[src/rtl/dcb_pkg.sv]
// Shared encodings for the DC-link balancing commutation selector.
// Assumes two-bit cell levels in two's complement; 2'b10 is never driven.
package dcb_pkg;
    typedef enum logic [1:0] {
        CS_ZERO = 2'b00,
        CS_POS  = 2'b01,
        CS_NEG  = 2'b11
    } cell_lvl_t;

    typedef enum logic [1:0] {
        FS_IDLE = 2'b00,
        FS_RANK = 2'b01,
        FS_TRY  = 2'b10
    } sel_fsm_t;
endpackage

[src/rtl/dcb_err_rank.sv]
// Computes the mean of all cell voltages, the signed error of each cell
// against it, and the trial order by decreasing absolute error (ties go to
// the lower index). Purely combinational; assumes unsigned voltage inputs.
module dcb_err_rank #(
    parameter int NCELL = 3,
    parameter int VW    = 12,
    parameter int IW    = 2
) (
    input  logic [NCELL*VW-1:0] v,
    output logic [NCELL*IW-1:0] order,
    output logic [NCELL-1:0]    err_neg
);
    localparam int SW = VW + $clog2(NCELL);
    localparam int EW = VW + 2;

    logic [SW-1:0]        sum;
    logic [VW-1:0]        mean;
    logic signed [EW-1:0] err [NCELL];
    logic [EW-1:0]        mag [NCELL];
    logic [IW-1:0]        rk  [NCELL];

    // Sum of every cell voltage.
    always_comb begin
        sum = '0;
        for (int i = 0; i < NCELL; i++) begin
            sum = sum + SW'(v[i*VW +: VW]);
        end
        mean = VW'(sum / SW'(NCELL));
    end

    // Per-cell signed error and its magnitude.
    for (genvar g = 0; g < NCELL; g++) begin : g_err
        assign err[g]     = $signed({2'b00, mean}) - $signed({2'b00, v[g*VW +: VW]});
        assign err_neg[g] = err[g][EW-1];
        assign mag[g]     = err[g][EW-1] ? EW'(-err[g]) : EW'(err[g]);
    end

    // Rank of each cell: how many cells precede it in the trial order.
    always_comb begin
        for (int i = 0; i < NCELL; i++) begin
            rk[i] = '0;
            for (int j = 0; j < NCELL; j++) begin
                if (j != i && (mag[j] > mag[i] || (mag[j] == mag[i] && j < i))) begin
                    rk[i] = rk[i] + IW'(1);
                end
            end
        end
    end

    // Invert ranks into the trial order list.
    always_comb begin
        order = '0;
        for (int r = 0; r < NCELL; r++) begin
            for (int i = 0; i < NCELL; i++) begin
                if (rk[i] == IW'(r)) begin
                    order[r*IW +: IW] = IW'(i);
                end
            end
        end
    end
endmodule

[src/rtl/dcb_permit.sv]
// Decides whether one candidate cell may switch given its level, the sign of
// its voltage error, the sign of the line current and dv; gives the target
// level and the switching instant. Combinational; assumes DVW > FRAC + 1.
module dcb_permit
    import dcb_pkg::*;
#(
    parameter int DVW  = 12,
    parameter int FRAC = 8,
    parameter int PW   = 16
) (
    input  logic [1:0]           lvl,
    input  logic                 err_neg,
    input  logic                 cur_neg,
    input  logic signed [DVW-1:0] dv,
    input  logic [PW-1:0]        period,
    output logic                 ok,
    output logic [1:0]           nxt,
    output logic [PW-1:0]        inst
);
    localparam int          FW    = FRAC + 1;
    localparam int          MW    = PW + FW;
    localparam logic [DVW:0] ONE_W = (DVW+1)'(1) << FRAC;

    logic signed [DVW:0] dvx;
    logic [DVW:0]        mag;
    logic                ge1;
    logic                same;
    logic                dv_pos;
    logic                dv_neg;
    logic [FW-1:0]       frac;
    logic [PW-1:0]       calc;

    // Magnitude of dv and the scaled instant, zero once |dv| reaches 1.0.
    always_comb begin
        dvx  = {dv[DVW-1], dv};
        mag  = dvx[DVW] ? unsigned'(-dvx) : unsigned'(dvx);
        ge1  = (mag >= ONE_W);
        frac = ge1 ? '0 : FW'(ONE_W - mag);
        calc = PW'(({{FW{1'b0}}, period} * {{PW{1'b0}}, frac}) >> FRAC);
        if (ge1) calc = '0;
    end

    // Sign-based permission table for both polarities of dv.
    always_comb begin
        same   = (err_neg == cur_neg);
        dv_neg = dv[DVW-1];
        dv_pos = !dv_neg && (dv != '0);
        ok     = 1'b0;
        nxt    = CS_ZERO;
        inst   = '0;
        if (dv_pos) begin
            unique case (lvl)
                CS_NEG:  begin ok = same;         nxt = CS_ZERO; inst = '0;   end
                CS_ZERO: begin ok = same;         nxt = CS_POS;  inst = calc; end
                CS_POS:  begin ok = !same && !ge1; nxt = CS_ZERO; inst = calc; end
                default: ok = 1'b0;
            endcase
        end else if (dv_neg) begin
            unique case (lvl)
                CS_POS:  begin ok = !same;        nxt = CS_ZERO; inst = '0;   end
                CS_ZERO: begin ok = !same;        nxt = CS_NEG;  inst = calc; end
                CS_NEG:  begin ok = same && !ge1; nxt = CS_ZERO; inst = calc; end
                default: ok = 1'b0;
            endcase
        end
    end
endmodule

[src/rtl/dclink_commit_sel.sv]
// Per-period commutation selector: captures inputs on start, ranks cells by
// absolute DC-link error, then tries one candidate per cycle until one is
// permitted or all are refused. Holds the result and pulses done.
// Assumes start is only raised while idle; it is ignored otherwise.
module dclink_commit_sel
    import dcb_pkg::*;
#(
    parameter int NCELL = 3,
    parameter int VW    = 12,
    parameter int DVW   = 12,
    parameter int FRAC  = 8,
    parameter int PW    = 16,
    localparam int IW   = (NCELL > 1) ? $clog2(NCELL) : 1
) (
    input  logic                  clk,
    input  logic                  rst_n,
    input  logic                  start,
    input  logic [NCELL*VW-1:0]   v_cell,
    input  logic                  cur_neg,
    input  logic signed [DVW-1:0] dv,
    input  logic [2*NCELL-1:0]    cell_st,
    input  logic [PW-1:0]         period,
    output logic                  done,
    output logic                  no_cmd,
    output logic [IW-1:0]         cmd_cell,
    output logic [1:0]            cmd_state,
    output logic [PW-1:0]         cmd_instant
);
    sel_fsm_t              fsm_q;
    logic [NCELL*VW-1:0]   v_q;
    logic [2*NCELL-1:0]    st_q;
    logic                  cur_q;
    logic signed [DVW-1:0] dv_q;
    logic [PW-1:0]         per_q;
    logic [NCELL*IW-1:0]   ord_q;
    logic [NCELL-1:0]      eneg_q;
    logic [IW-1:0]         idx_q;

    logic [NCELL*IW-1:0]   order_c;
    logic [NCELL-1:0]      eneg_c;
    logic [IW-1:0]         sel;
    logic                  ok_c;
    logic [1:0]            nxt_c;
    logic [PW-1:0]         inst_c;

    dcb_err_rank #(.NCELL(NCELL), .VW(VW), .IW(IW)) rank_i (
        .v       (v_q),
        .order   (order_c),
        .err_neg (eneg_c)
    );

    // Candidate under trial this cycle.
    assign sel = ord_q[idx_q*IW +: IW];

    dcb_permit #(.DVW(DVW), .FRAC(FRAC), .PW(PW)) permit_i (
        .lvl     (st_q[sel*2 +: 2]),
        .err_neg (eneg_q[sel]),
        .cur_neg (cur_q),
        .dv      (dv_q),
        .period  (per_q),
        .ok      (ok_c),
        .nxt     (nxt_c),
        .inst    (inst_c)
    );

    // Sequencer: capture, rank, then walk the ranking one cell per cycle.
    always_ff @(posedge clk) begin
        if (!rst_n) begin
            fsm_q       <= FS_IDLE;
            v_q         <= '0;
            st_q        <= '0;
            cur_q       <= 1'b0;
            dv_q        <= '0;
            per_q       <= '0;
            ord_q       <= '0;
            eneg_q      <= '0;
            idx_q       <= '0;
            done        <= 1'b0;
            no_cmd      <= 1'b0;
            cmd_cell    <= '0;
            cmd_state   <= '0;
            cmd_instant <= '0;
        end else begin
            done <= 1'b0;
            unique case (fsm_q)
                FS_IDLE: begin
                    if (start) begin
                        v_q   <= v_cell;
                        st_q  <= cell_st;
                        cur_q <= cur_neg;
                        dv_q  <= dv;
                        per_q <= period;
                        fsm_q <= FS_RANK;
                    end
                end
                FS_RANK: begin
                    ord_q  <= order_c;
                    eneg_q <= eneg_c;
                    idx_q  <= '0;
                    fsm_q  <= FS_TRY;
                end
                FS_TRY: begin
                    if (ok_c) begin
                        done        <= 1'b1;
                        no_cmd      <= 1'b0;
                        cmd_cell    <= sel;
                        cmd_state   <= nxt_c;
                        cmd_instant <= inst_c;
                        fsm_q       <= FS_IDLE;
                    end else if (idx_q == IW'(NCELL-1)) begin
                        done        <= 1'b1;
                        no_cmd      <= 1'b1;
                        cmd_cell    <= '0;
                        cmd_state   <= '0;
                        cmd_instant <= '0;
                        fsm_q       <= FS_IDLE;
                    end else begin
                        idx_q <= idx_q + IW'(1);
                    end
                end
                default: fsm_q <= FS_IDLE;
            endcase
        end
    end

    // ---------------- assertions ----------------
    logic [4:0]       lat_q;
    logic [NCELL-1:0] seen;
    logic [1:0]       old_lvl;

    // Busy-cycle counter used only by the latency check.
    always_ff @(posedge clk) begin
        if (!rst_n || fsm_q == FS_IDLE) lat_q <= '0;
        else if (lat_q != 5'd31)         lat_q <= lat_q + 5'd1;
    end

    // Which cells appear in the stored trial order.
    always_comb begin
        seen = '0;
        for (int r = 0; r < NCELL; r++) begin
            for (int i = 0; i < NCELL; i++) begin
                if (ord_q[r*IW +: IW] == IW'(i)) seen[i] = 1'b1;
            end
        end
    end

    assign old_lvl = st_q[cmd_cell*2 +: 2];

    assert_done_pulse_R11: assert property (@(posedge clk) disable iff (!rst_n)
        done |=> !done);

    assert_latency_R11: assert property (@(posedge clk) disable iff (!rst_n)
        (fsm_q != FS_IDLE) |-> (lat_q < 5'd15));

    assert_order_complete_R2: assert property (@(posedge clk) disable iff (!rst_n)
        (fsm_q == FS_TRY) |-> ($countones(seen) == NCELL));

    assert_adjacent_level_R9: assert property (@(posedge clk) disable iff (!rst_n)
        (done && !no_cmd) |-> ((cmd_state != old_lvl) &&
            !(cmd_state == CS_POS && old_lvl == CS_NEG) &&
            !(cmd_state == CS_NEG && old_lvl == CS_POS)));

    assert_instant_range_R10: assert property (@(posedge clk) disable iff (!rst_n)
        (done && !no_cmd) |-> (cmd_instant <= per_q));

    assert_held_result_R11: assert property (@(posedge clk) disable iff (!rst_n)
        (fsm_q == FS_IDLE && !$past(done) && !done) |-> ($stable(cmd_instant) && $stable(no_cmd)));
endmodule

[config.mk]
export PLATFORM = sky130hd
export DESIGN_NAME = dclink_commit_sel
export DESIGN_NICKNAME = d
export VERILOG_FILES = /design/src/rtl/dcb_pkg.sv /design/src/rtl/dcb_err_rank.sv /design/src/rtl/dcb_permit.sv /design/src/rtl/dclink_commit_sel.sv
export SDC_FILE = /design/constraint.sdc
export NUM_CORES = 1
export LEC_CHECK = 0
export ABC_AREA = 0
export ABC_CLOCK_PERIOD_IN_PS = 16100
export BUFFER_PORTS_ARGS = -buffer_cell sky130_fd_sc_hd__buf_2
export CAP_MARGIN = 10
export CORE_ASPECT_RATIO = 1.75
export CORE_UTILIZATION = 50
export DETAILED_ROUTE_END_ITERATION = 6
export GPL_TIMING_DRIVEN = 0
export PLACE_DENSITY = 0.68
export SYNTH_ARGS = -nofsm -noshare
export SYNTH_HDL_FRONTEND = slang
export SYNTH_SLANG_ARGS = --single-unit
[constraint.sdc]
create_clock -name clk -period 16.1 [get_ports clk]
set_input_delay 2.415 -clock clk [delete_from_list [all_inputs] [get_ports clk]]
set_output_delay 2.415 -clock clk [all_outputs]
set_load 0.01 [all_outputs]
Yosys cells after proc, flatten, opt, wreduce, memory -nomap -nowiden
Index checks and enable logic that the tools add are counted.
- $add $sub $neg: 13
- multipliers: 1
- div/mod/pow operators: 1
- magnitude comparators: 6
- eq/ne operators: 17
- shifts and indexed selects: 2
- mux-type cells: 45
- reductions and logical operators: 23
- operator list (operator ; number):
    $mux W16 ; 7
    $gt A14 B14 Y1 ; 4
    $eq A14 B14 Y1 ; 3
    $mux W14 ; 3
    $neg A14 Y14 ; 3
    $sub A12 B12 Y13 ; 3
    $mux W2 ; 15
    $mul A16 B9 Y24 ; 1
    $add A14 B12 Y14 ; 1
    $div A14 B2 Y14 const B ; 1
    $add A12 B12 Y13 ; 1
    $ge A13 B9 Y1 const B ; 1
    $mux W1 ; 13
    $mux W13 ; 1
    $neg A12 Y13 ; 1
    $reduce_bool A12 Y1 ; 1
    $shiftx A6 B4 Y2 ; 2
    $eq A2 B2 Y1 const B ; 5
    $mux W9 ; 1
    $sub A9 B9 Y9 const A ; 1
    $eq A2 B1 Y1 const B ; 4
    $logic_not A2 Y1 ; 4
    $reduce_and A2 Y1 ; 4
    $add A2 B1 Y2 const B ; 3
    other kinds (14) ; 25
- flip-flop bits (word level): 106
- logic and storage cells: 122

Depth between registers and ports, before layout
- word-level depth: 14
- depth in mapped cells: 73

Hierarchy
From an unflattened synthesis, not the netlist that was laid out.
- cell total of the unflattened synthesis: 1861
- area, all modules: 15135.8 µm²
- by module, submodules not included (module ; times used ; cells each ; area each (µm²) ; seq. area each (µm²)):
    dcb_err_rank ; 1 ; 776 ; 5441.5 ; 0.0
    dcb_permit ; 1 ; 616 ; 5043.6 ; 0.0
    dclink_commit_sel ; 1 ; 469 ; 4650.7 ; 2122.0

Least setup slack after synthesis
Ideal clock, no wire load.
- kind: reg-to-reg
- from: register v_q[1]
- to: register ord_q[2]
- arrival: 11.871 ns
- path slack: 4.154 ns
- stages on the path, launching flop included: 69
- buffers on the path: 2
- period minus slack after synthesis: 11.946 ns
- path through: dfxtp_1 ha_1 a21o_1 a21oi_1 o21bai_1 a21oi_1 o21bai_1 a21oi_1 o21bai_1 a21oi_1 o21bai_1 a21oi_1 xnor2_1 ha_1 mux2i_1 o311ai_0 or3_1 buf_2 [... 33 more ...] ha_1 a21o_1 a21oi_1 nor2b_1 o21ai_0 nand2b_1 a21oi_1 nor2b_1 o21ai_0 nand2b_1 a21oi_1 nor2b_1 o21ai_0 nand2b_1 a221o_1 ha_1 nand3b_1 a21boi_0
- cells in the longest elaborated chain, start to end: 14
- ends and longest elaborated chain (what ; RTL line ; RTL):
    start, declared ; dclink_commit_sel.sv:30 ; logic [NCELL*VW-1:0] v_q;
    start signal, assigned ; dclink_commit_sel.sv:88 ; v_q <= v_cell;
    $add A12 B12 Y13 ; dcb_err_rank.sv:26 ; sum = sum + SW'(v[i*VW +: VW]);
    $add A14 B12 Y14 ; dcb_err_rank.sv:26 ;
    $div A14 B2 Y14 ; dcb_err_rank.sv:28 ; mean = VW'(sum / SW'(NCELL));
    $sub A12 B12 Y13 ; dcb_err_rank.sv:33 ; assign err[g] = $signed({2'b00, mean}) - $signed({2'b00, v[g*VW +: VW]});
    $neg A14 Y14 ; dcb_err_rank.sv:35 ; assign mag[g] = err[g][EW-1] ? EW'(-err[g]) : EW'(err[g]);
    $mux W14 ; dcb_err_rank.sv:35 ;
    $gt A14 B14 Y1 / $eq A14 B14 Y1 (equally long branches) ; dcb_err_rank.sv:43 ; if (j != i && (mag[j] > mag[i] || (mag[j] == mag[i] && j < i))) begin
    $logic_or A1 B1 Y1 ; dcb_err_rank.sv:43 ;
    $mux W1 ; dcb_err_rank.sv:43 ;
    $add A2 B1 Y2 ; dcb_err_rank.sv:44 ; rk[i] = rk[i] + IW'(1);
    $mux W2 ; dcb_err_rank.sv:43 ;
    $eq A2 B1 Y1 ; dcb_err_rank.sv:55 ; if (rk[i] == IW'(r)) begin
    $mux W1 ; dcb_err_rank.sv:55 ;
    $mux W2 * ; dcb_err_rank.sv:55 ;
    end signal, assigned ; dclink_commit_sel.sv:97 ; ord_q <= order_c;
    end, declared ; dclink_commit_sel.sv:35 ; logic [NCELL*IW-1:0] ord_q;
Every way passes the cells marked *; elsewhere a longest branch is shown, timed or not.
A chain may end at the register's enable or synchronous reset.

Worst setup path after layout
Same ends and word-level chain as after synthesis.

==> reports/qor.txt <==
min Tclk post-route - 14.57 ns
I/O pin count - 96
WS Path Type - flip-flop to flip-flop
CP Capture Type - flip-flop
Initial DRC Count - 523
largest net degree at the start of global routing - 20
Crit path largest cell delay - 0.59 ns
# rows - 80
worst setup margin - 1.53 ns
Async SR Flop Fraction - 0
top cells by area, synth - dfxtp_1 15%, fa_1 15%, ha_1 14%
Max FO, Critical Path - 10
post-synthesis cell type count - 71
clock tree buffer depth - 2
EDFF count, synth - 0
unrepaired setup endpoints after global routing - false
outcome - finished, violations left
worst relative slew slack - 0.333
pre-CTS setup slack - 1.79 ns
first-pass GRT wire length - 63.6 mm
gpl congestion - 0.960
CTS Hold Buffers Added - 0
die span in x - 128 microns
Slew @ Worst Pin - 0.993 ns
final slew viol count - 0
number of setup violations in the final report - 0
# diodes - 0
max-cap violation count - 0
Core Box Area - 27200 sq um
Slowest-stage cell, CP - o311ai_4
clk root buf - clkbuf_16
CP most frequent cell - a21oi_1
Final Hold Vio Count - 0
remaining antenna violation count - 0
1st-pass router iterations - 7
ys flop type - dfxtp_1
Synth top cells by count - 320 x nand2_1, 153 x ha_1, 153 x inv_1
CP arrival - 14.88 ns
grt ovf - 0
Final nets - 2183
Vias/cell - 5.59
Synth top area share - 0.154
via count - 12400
Ys Warns - 0
# fillers - 2674
Die H - 222 microns
CTS Sinks - 106
post-DP HPWL - 33.3 mm
detailed-route DRC error count - 1
die area - 28300 sq um
Initial Utilization - 0.507
CTS tree - built
synthesized instance count - 1745
final cycle utilization of the critical path - 0.905
H-tree Lvls - 3
r2r setup slk - 1.53 ns
number of buffers created by CTS - 9
CP startpoint kind - flip-flop
worst path required time - 16.42 ns
clock skew - 0.0126 ns
most common cell in the netlist - nand2_1
P&R area growth vs syn - 9.15%
Seq/Total Area, Yosys - 0.154
hold_ws - 0.466 ns
number of global-route vias before repair - 12900
IO buf count - 94
cell accounting for the most synthesized area - dfxtp_1
share of layout cells above drive strength 1 - 0.0689
initial antenna violation count - 0
failing checks - design-rule violations
post-CTS sizing - 0
Wirelength per Cell - 17.7 microns
worst hold path type - flip-flop to flip-flop
Clock transition at path regs - 0.09 ns
total track usage - 0.293
setup repair bufs after CTS - 0
TNS Setup - 0 ns
fmax - 68.6 MHz
final WL - 39.4 mm
Post-Syn Area - 13800 sq um
worst skew pair latency - 0.39 ns
Synth Area per Inst - 7.90 sq um
Yosys reg bits - 106
==> kinds of logic (layout without fill, tap and decap cells) <==
kind of cell | Yosys count | count (layout) | share of synthesized area
and+or+nand+nor | 642 | 642 | 0.220
buffers and inverters | 225 | 335 | 0.0614
DFF | 106 | 106 | 0.154
other | 2 | 6 | 0.000545
muxes | 11 | 11 | 0.00798
AOI/OAI and AO/OA | 370 | 370 | 0.183
xor gates and xnor gates | 134 | 134 | 0.0865
adders and majority gates | 255 | 255 | 0.287
==> placed cells by master (no fill, tap or decap), drive strengths merged, types with 5 or more instances in the layout <==
cell type	count
a21boi	88
a21o	37
a21oi	67
a22oi	13
a31oi	7
a41oi	5
and2	54
and3	15
buf	98
clkbuf	77
conb	6
dfxtp	106
fa	102
ha	153
inv	156
mux2i	11
nand2	321
nand2b	32
nand3	21
nand3b	7
nand4	10
nor2	73
nor2b	47
nor3	21
nor4	5
o211ai	6
o21a	10
o21ai	75
o21bai	10
o221ai	5
o22ai	7
o31ai	5
or3	18
or4	7
xnor2	68
xor2	66
==> sequential cells by signal, indices dropped and copies added (netlist names), 3 cells and up <==
name	count
cmd_instant	16
dv_q	12
eneg_q	3
ord_q	6
per_q	16
st_q	6
v_q	36
==> critical path: cells and delay by family, from the launching register on <==
family | cells | cell delay (ns)
multiplexers | 3 | 0.60
buffers and inverters | 1 | 0.40
XOR/XNOR | 2 | 0.31
AO/OA/AOI/OAI | 38 | 8.34
AND/OR/NAND/NOR | 15 | 2.28
flip-flops | 1 | 0.45
adder cells (fa/ha/maj) | 7 | 2.09
==> worst paths after layout <==
| path | from | end | depth (start not counted) |
|---|---|---|---|
| worst max-delay path | v_q[1]$_SDFFE_PN0P_ | ord_q[2]$_SDFFE_PN0P_ | 66 |
| worst min-delay path | ord_q[2]$_SDFFE_PN0P_ | ord_q[2]$_SDFFE_PN0P_ | 2 |
| worst max register to register | v_q[1]$_SDFFE_PN0P_ | ord_q[2]$_SDFFE_PN0P_ | 66 |
| worst min register to register | ord_q[2]$_SDFFE_PN0P_ | ord_q[2]$_SDFFE_PN0P_ | 2 |
==> area by class of cell <==
type | count | area (sq um) | share of cell area
plain buffers | 71 | 269 | 0.0179
inverters | 154 | 578 | 0.0384
multi-input cells | 1418 | 10800 | 0.720
flip-flops and latches | 106 | 2120 | 0.141
repair buffers | 94 | 470 | 0.0313
well taps | 369 | 462 | 0.0307
clock inverters | 6 | 86.3 | 0.00574
clock buffers | 10 | 229 | 0.0152
==> through the flow <==
stage                util  cell area (sq um)  instances
floorplan               -              13800       1749
global placement    0.541              14700       2212
detailed placement  0.541              14700       2212
CTS                 0.553              15100       2228
global route        0.553              15100       2228
finish              0.553              15100       2228
==> metal layers <==
metal  track usage  vias up  routed length (microns)
met2         0.596      285                    22700
met5             0        -                        0
met4         0.196        0                     2730
li1              -     6059                        -
met1         0.255     5968                    13000
met3        0.0386      134                     1060
Power is not shown: default switching activity piles up to over one toggle a cycle in this logic, so the estimate is an artifact.
